==> config.mk <==
export PLATFORM = sky130hd
export DESIGN_NAME = llsc_monitor
export DESIGN_NICKNAME = d
export VERILOG_FILES = /design/src/rtl/llsc_pkg.sv /design/src/rtl/llsc_prio_arb.sv /design/src/rtl/llsc_word_array.sv /design/src/rtl/llsc_resv_slot.sv /design/src/rtl/llsc_monitor.sv
export SDC_FILE = /design/constraint.sdc
export NUM_CORES = 1
export LEC_CHECK = 0
export BUFFER_PORTS_ARGS = -buffer_cell sky130_fd_sc_hd__buf_2
export CAP_MARGIN = 30
export CELL_PAD_IN_SITES_DETAIL_PLACEMENT = 1
export CELL_PAD_IN_SITES_GLOBAL_PLACEMENT = 1
export CORE_ASPECT_RATIO = 1.75
export CORE_MARGIN = 4
export CORE_UTILIZATION = 40
export DETAILED_ROUTE_END_ITERATION = 10
export GPL_TIMING_DRIVEN = 0
export HOLD_SLACK_MARGIN = 0.1
export PLACE_DENSITY = 0.71
export SKIP_LAST_GASP = 1
export SLEW_MARGIN = 5
export SYNTH_ARGS = -nofsm -noshare
export SYNTH_HDL_FRONTEND = slang
export SYNTH_SLANG_ARGS = --single-unit
==> constraint.sdc <==
create_clock -name clk -period 5.5 [get_ports clk]
set_input_delay 0.275 -clock clk [delete_from_list [all_inputs] [get_ports clk]]
set_output_delay 0.275 -clock clk [all_outputs]
set_load 0.01 [all_outputs]
==> src/rtl/llsc_pkg.sv <==
package llsc_pkg;
   localparam int OP_W = 2;
   typedef enum logic [OP_W-1:0] {
      OP_LOAD  = 2'b00,
      OP_STORE = 2'b01,
      OP_LINK  = 2'b10,
      OP_COND  = 2'b11
   } llsc_op_e;
endpackage

==> src/rtl/llsc_prio_arb.sv <==
module llsc_prio_arb #(
   parameter int N = 2
) (
   input  logic [N-1:0] req,
   output logic [N-1:0] gnt
);
   logic [N:0] seen;
   assign seen[0] = 1'b0;
   for (genvar i = 0; i < N; i++) begin : g_chain
      assign gnt[i]    = req[i] & ~seen[i];
      assign seen[i+1] = seen[i] | req[i];
   end
endmodule

==> src/rtl/llsc_word_array.sv <==
module llsc_word_array #(
   parameter int ADDR_W = 4,
   parameter int DATA_W = 8
) (
   input  logic              clk,
   input  logic              rst_n,
   input  logic              we,
   input  logic [ADDR_W-1:0] addr,
   input  logic [DATA_W-1:0] wdata,
   output logic [DATA_W-1:0] rdata
);
   localparam int DEPTH = 1 << ADDR_W;
   logic [DATA_W-1:0] mem [DEPTH];

   always_ff @(posedge clk) begin
      if (!rst_n) begin
         for (int k = 0; k < DEPTH; k++) mem[k] <= '0;
         rdata <= '0;
      end else begin
         rdata <= mem[addr];
         if (we) mem[addr] <= wdata;
      end
   end

   AST_WRITE_LANDS: assert property (@(posedge clk) disable iff (!rst_n)
      we |=> mem[$past(addr)] == $past(wdata));
endmodule

==> src/rtl/llsc_resv_slot.sv <==
module llsc_resv_slot
   import llsc_pkg::*;
#(
   parameter int ADDR_W = 4
) (
   input  logic              clk,
   input  logic              rst_n,
   input  logic              own_gnt,
   input  llsc_op_e          op,
   input  logic [ADDR_W-1:0] addr,
   input  logic              cmt_wr,
   output logic              match
);
   logic              hold;
   logic [ADDR_W-1:0] tag;

   assign match = hold && (tag == addr);

   always_ff @(posedge clk) begin
      if (!rst_n) begin
         hold <= 1'b0;
         tag  <= '0;
      end else if (own_gnt && op == OP_LINK) begin
         hold <= 1'b1;
         tag  <= addr;
      end else if (own_gnt && op == OP_COND) begin
         hold <= 1'b0;
      end else if (cmt_wr && match) begin
         hold <= 1'b0;
      end
   end

   AST_LINK_SETS: assert property (@(posedge clk) disable iff (!rst_n)
      (own_gnt && op == OP_LINK) |=> hold && tag == $past(addr));
   AST_COND_CLEARS: assert property (@(posedge clk) disable iff (!rst_n)
      (own_gnt && op == OP_COND) |=> !hold);
   AST_STORE_KILLS: assert property (@(posedge clk) disable iff (!rst_n)
      (cmt_wr && op == OP_STORE && match) |=> !hold);
   AST_LOAD_KEEPS: assert property (@(posedge clk) disable iff (!rst_n)
      (own_gnt && op == OP_LOAD) |=> $stable(hold) && $stable(tag));
endmodule

==> src/rtl/llsc_monitor.sv <==
module llsc_monitor
   import llsc_pkg::*;
#(
   parameter int N_REQ  = 2,
   parameter int ADDR_W = 4,
   parameter int DATA_W = 8
) (
   input  logic                    clk,
   input  logic                    rst_n,
   input  logic [N_REQ-1:0]        req_valid,
   input  logic [N_REQ*OP_W-1:0]   req_op,
   input  logic [N_REQ*ADDR_W-1:0] req_addr,
   input  logic [N_REQ*DATA_W-1:0] req_wdata,
   output logic [N_REQ-1:0]        req_gnt,
   output logic [N_REQ-1:0]        rsp_valid,
   output logic [N_REQ*DATA_W-1:0] rsp_data
);
   if (N_REQ < 1) begin : g_bad_nreq
      $error("N_REQ must be at least 1");
   end
   if (ADDR_W < 1 || ADDR_W > 12) begin : g_bad_addr
      $error("ADDR_W must lie in 1..12");
   end
   if (DATA_W < 2) begin : g_bad_data
      $error("DATA_W must be at least 2");
   end

   llsc_op_e          sel_op;
   logic [ADDR_W-1:0] sel_addr;
   logic [DATA_W-1:0] sel_wdata;
   logic [N_REQ-1:0]  resv_match;
   logic              busy, cond_ok, mem_we;
   logic [DATA_W-1:0] rd_word, rsp_val;
   logic [N_REQ-1:0]  rsp_valid_q;
   logic              rsp_cond_q, rsp_ok_q, rsp_store_q;

   llsc_prio_arb #(.N(N_REQ)) u_arb (.req(req_valid), .gnt(req_gnt));

   always_comb begin
      sel_op    = OP_LOAD;
      sel_addr  = '0;
      sel_wdata = '0;
      for (int i = 0; i < N_REQ; i++) begin
         if (req_gnt[i]) begin
            sel_op    = llsc_op_e'(req_op[i*OP_W +: OP_W]);
            sel_addr  = req_addr[i*ADDR_W +: ADDR_W];
            sel_wdata = req_wdata[i*DATA_W +: DATA_W];
         end
      end
   end

   assign busy    = |req_gnt;
   assign cond_ok = |(req_gnt & resv_match);
   assign mem_we  = busy && (sel_op == OP_STORE || (sel_op == OP_COND && cond_ok));

   for (genvar i = 0; i < N_REQ; i++) begin : g_slot
      llsc_resv_slot #(.ADDR_W(ADDR_W)) u_slot (
         .clk    (clk),
         .rst_n  (rst_n),
         .own_gnt(req_gnt[i]),
         .op     (sel_op),
         .addr   (sel_addr),
         .cmt_wr (mem_we),
         .match  (resv_match[i])
      );
   end

   llsc_word_array #(.ADDR_W(ADDR_W), .DATA_W(DATA_W)) u_mem (
      .clk  (clk),
      .rst_n(rst_n),
      .we   (mem_we),
      .addr (sel_addr),
      .wdata(sel_wdata),
      .rdata(rd_word)
   );

   always_ff @(posedge clk) begin
      if (!rst_n) begin
         rsp_valid_q <= '0;
         rsp_cond_q  <= 1'b0;
         rsp_ok_q    <= 1'b0;
         rsp_store_q <= 1'b0;
      end else begin
         rsp_valid_q <= req_gnt;
         rsp_cond_q  <= busy && sel_op == OP_COND;
         rsp_ok_q    <= cond_ok;
         rsp_store_q <= busy && sel_op == OP_STORE;
      end
   end

   assign rsp_val   = rsp_cond_q  ? {{(DATA_W-1){1'b0}}, rsp_ok_q} :
                      rsp_store_q ? '0 : rd_word;
   assign rsp_valid = rsp_valid_q;

   for (genvar i = 0; i < N_REQ; i++) begin : g_rsp
      assign rsp_data[i*DATA_W +: DATA_W] = rsp_valid_q[i] ? rsp_val : '0;
   end

   AST_ONE_GRANT: assert property (@(posedge clk) disable iff (!rst_n)
      $onehot0(req_gnt));
   AST_LOW_WINS: assert property (@(posedge clk) disable iff (!rst_n)
      req_valid[0] |-> req_gnt[0]);
   AST_RSP_FOLLOWS: assert property (@(posedge clk) disable iff (!rst_n)
      busy |=> rsp_valid == $past(req_gnt));
   AST_IDLE_QUIET: assert property (@(posedge clk) disable iff (!rst_n)
      !(|req_valid) |=> rsp_valid == '0);
   AST_FAIL_NO_WRITE: assert property (@(posedge clk) disable iff (!rst_n)
      (busy && sel_op == OP_COND && !(|(req_gnt & resv_match))) |-> !mem_we);
endmodule

==> impl_metrics.py <==
metrics = {
    "status": {
        "status": "finished clean",
    },
    "run": {
        "max_cap_violations": 0,
    },
    "global_routing": {
        "grt_pass1_wl_mm": 41.03,
        "antenna_found_initial": 0,
        "grt_max_degree": 17,
        "grt_use_total_pct": 26.18,
        "grt_pass1_vias": 6770,
        "grt_overflow_total": 0,
    },
    "synth": {
        "synth.most_common_cell": "nor3_1",
        "async_flop_share_pct": 0,
        "ys_seq_area_share_pct": 57.06,
        "synth_area_leader_cell": "edfxtp_1",
        "synth_ff_type": "edfxtp_1",
        "synth-compound-area-share_pct": 12.80,
        "syn_inst": 674,
        "muxShareOfSynthArea_pct": 4.827,
        "avgSynthCellArea_um2": 11.19,
        "synth.cell_area_um2": 7543,
        "yosys.area_share.simple_pct": 20.02,
        "syn_nets": 706,
        "synth_cell_types": 56,
        "synth-xor-area-share_pct": 0.9288,
        "synthTopCellsByArea": "edfxtp_1 51%, nor3_1 8.8%, dfxtp_1 6.1%",
        "synth_warnings": 0,
        "synth_commonest_cells": "132 x nor3_1, 128 x edfxtp_1, 84 x nand2_1, 40 x and3_1, 30 x clkbuf_1",
        "ys_ff_latch": 151,
        "yosysTopAreaCellShare_pct": 50.95,
        "synth_top_family_by_area": "simple AND/OR/NAND/NOR gates",
        "yosys.area_share.adder_pct": 0,
        "synth-edff-count": 128,
    },
    "route": {
        "antenna_left": 0,
        "drc": 0,
        "via_count": 6324,
        "drt-pass1-iter-count": 4,
        "viasPerCell": 6.206,
        "drtIter0Drc": 441,
        "drt-wirelength-per-cell_um": 26.77,
        "drt_wl_total_mm": 27.28,
    },
    "floorplan": {
        "die_x_um": 111.8,
        "start_util_pct": 40.60,
        "io_pins": 52,
        "die_area_um2": 21210,
        "core_um2": 18580,
        "die-height_um": 189.7,
        "rows": 66,
    },
    "sta": {
        "hold_violations": 0,
        "fmax_mhz": 320.9,
        "fin_crit_ns": 3.117,
        "setup_viol": 0,
        "slew_viol_final": 0,
        "finalCritPeriodShare_pct": 56.67,
        "fin_worst_skew_ns": 0.01259,
        "finalWorstSetupSlack_ns": 2.383,
        "finalSetupTns_ns": 0,
        "maxSlewHeadroom_pct": 27.95,
        "rsz0062_at_grt": "false",
        "tightest_slew_ns": 1.067,
    },
    "cts": {
        "cts_inserted_buffers": 17,
        "clock_sinks": 151,
        "clk_latency_ns": 0.45,
        "cts_tree": "done",
        "path_clk_slew_ns": 0.07,
        "cts_resized": 0,
        "clockRootBuffer": "clkbuf_16",
        "htreeDepth": 4,
        "cts_hold_buffers": 1,
        "cts_setup_buffers": 0,
        "clockBufferDepth": 2,
    },
    "place": {
        "placed_cell_area_um2": 8352,
        "place_ws_ns": 1.928,
        "gp_congestion": 0.9888,
        "dp.final_hpwl_mm": 20.86,
        "port_buffers": 50,
    },
    "worst_setup_path": {
        "end_kind": "register",
        "required_ns": 5.56,
        "worstSetupPathType": "in -> reg",
        "worstPathArrival_ns": 3.17,
        "cp_common_cell": "buf_2",
        "start_kind": "primary input",
        "critPathTopFamily": "compound AO/OA/AOI/OAI gates",
        "crit_path_max_incr_delay_ns": 0.98,
        "critPathBufInv": 4,
        "crit_chain": "buf_2 > buf_2 > nand2_1 > o21ai_1 > buf_2 > clkbuf_1 > nand2_1 > o41ai_2",
        "slowest_stage": "o41ai_2",
        "critPathMaxFanout": 10,
    },
    "layout": {
        "n_fill_cell": 2055,
        "stdcell_area_um2": 8981,
        "layout-area-overhead-vs-synth_pct": 19.06,
        "fin_util_pct": 48.34,
        "num_antenna_cells": 0,
        "nets": 800,
        "final_layout_size_suffix_gt1_share_pct": 22.28,
    },
    "power_and_ir_drop": {
        "ir_worst_vdd_uv": 213.6,
        "power_density_nw_per_um2": 326.9,
        "switching_share_pct": 27.78,
        "p_sw_uw": 815.7,
        "total_power_uw": 2936,
        "p_int_uw": 2121,
        "p_comb_share_pct": 13.3,
        "p_clk_share_pct": 41.3,
        "pwr-share-seq_pct": 45.4,
        "leakage_uw": 0.003151,
    },
    "hold_path": {
        "hold_class": "in -> reg",
    },
}
-- final cells by class --
| type | count | area, µm² | area share [%] |
|---|---|---|---|
| multi-input combinational | 458 | 3000 | 33.41 |
| timing repair buffer | 75 | 437.9 | 4.876 |
| sequential | 151 | 4304 | 47.92 |
| clock buffer | 17 | 425.4 | 4.737 |
| inverter | 2 | 7.507 | 0.08359 |
| clock inverter | 15 | 186.4 | 2.076 |
| buffer | 63 | 321.6 | 3.580 |
| tap | 238 | 297.8 | 3.316 |
-- power groups by stage --
stage | Combinational, µW | Sequential (µW) | Clock [µW]
CTS | 386 | 1330 | 1220
global placement | 352 | 1350 | 0
global route | 412 | 1340 | 1270
floorplan | 220 | 1350 | 0
detailed placement | 382 | 1360 | 0
finish | 391 | 1330 | 1210
-- worst paths after layout --
check,start,endpoint,slack [ns],cells past startpoint
worst max-delay path,req_valid[1],u_mem.mem[13][3],2.38,8
worst min-delay path,req_addr[3],g_slot[0].u_slot.tag[3],0.14,3
worst max register to register,g_slot[0].u_slot.tag[1],u_mem.mem[13][3],2.57,6
worst min register to register,g_slot[0].u_slot.tag[2],g_slot[0].u_slot.tag[2],0.51,2
-- cells in the final DEF, fill, tap and decap left out, types with 3 or more instances in the layout --
master	Yosys	routed
edfxtp_1	128	128
o21ai_0	28	26
clkinv_4	0	3
nor2_1	16	16
inv_6	0	4
a21boi_0	9	9
o21ai_1	1	3
a21oi_1	9	9
clkbuf_16	0	17
a32o_1	8	8
nor2b_1	4	4
xnor2_1	3	3
buf_4	9	21
clkbuf_1	30	30
and3_1	40	40
a31oi_1	9	9
o311ai_0	8	8
a21o_1	10	10
a211oi_1	19	19
dfxtp_1	23	23
nor3_1	132	132
nand4_1	3	3
mux4_2	15	15
inv_8	0	3
nand2_1	84	84
xor2_1	5	5
nand3b_1	3	3
o41ai_2	0	12
buf_2	22	79
and2_1	5	5
nand3_1	5	5
clkdlybuf4s15_2	0	4
-- metal layers --
metal	routed length, µm	vias to the layer above	share of wire (%)	track usage (%)
met5	0	-	0	0
met2	14400	248	53	46.65
li1	-	2801	-	-
met1	9058	3183	33	26.00
met4	2385	0	8.7	20.70
met3	1433	92	5.3	5.474
-- worst register-to-register path, delay by kind of cell, from the launching register on --
family / cells / cell delay [ns]
XOR/XNOR: 1 / 0.17
flip-flops: 1 / 0.43
buffers and inverters: 1 / 0.26
AO/OA/AOI/OAI: 3 / 1.56
AND/OR/NAND/NOR: 1 / 0.11
-- registers in the layout, summed over array words and instances, names as in the netlist --
register / cells
rsp_store_q: 1
u_mem.mem: 128
g_slot.u_slot.hold: 2
rsp_ok_q: 1
u_mem.rdata: 8
rsp_valid: 2
rsp_cond_q: 1
g_slot.u_slot.tag: 8
-- through the flow --
stage          hold slack, ns  instances
6_report               0.1371       1019
5_1_grt                0.1555       1019
4_1_cts                0.1153       1018
3_5_place_dp           0.4990        985
3_3_place_gp           0.4742        962
2_1_floorplan          0.4036        674
-- logic make-up after synthesis --
family / count (synthesis)
muxes: 16
AOI/OAI and AO/OA: 132
and+or+nand+nor: 302
buffers and inverters: 65
xor gates and xnor gates: 8
DFF: 151
(Power assumes the default switching activity.)
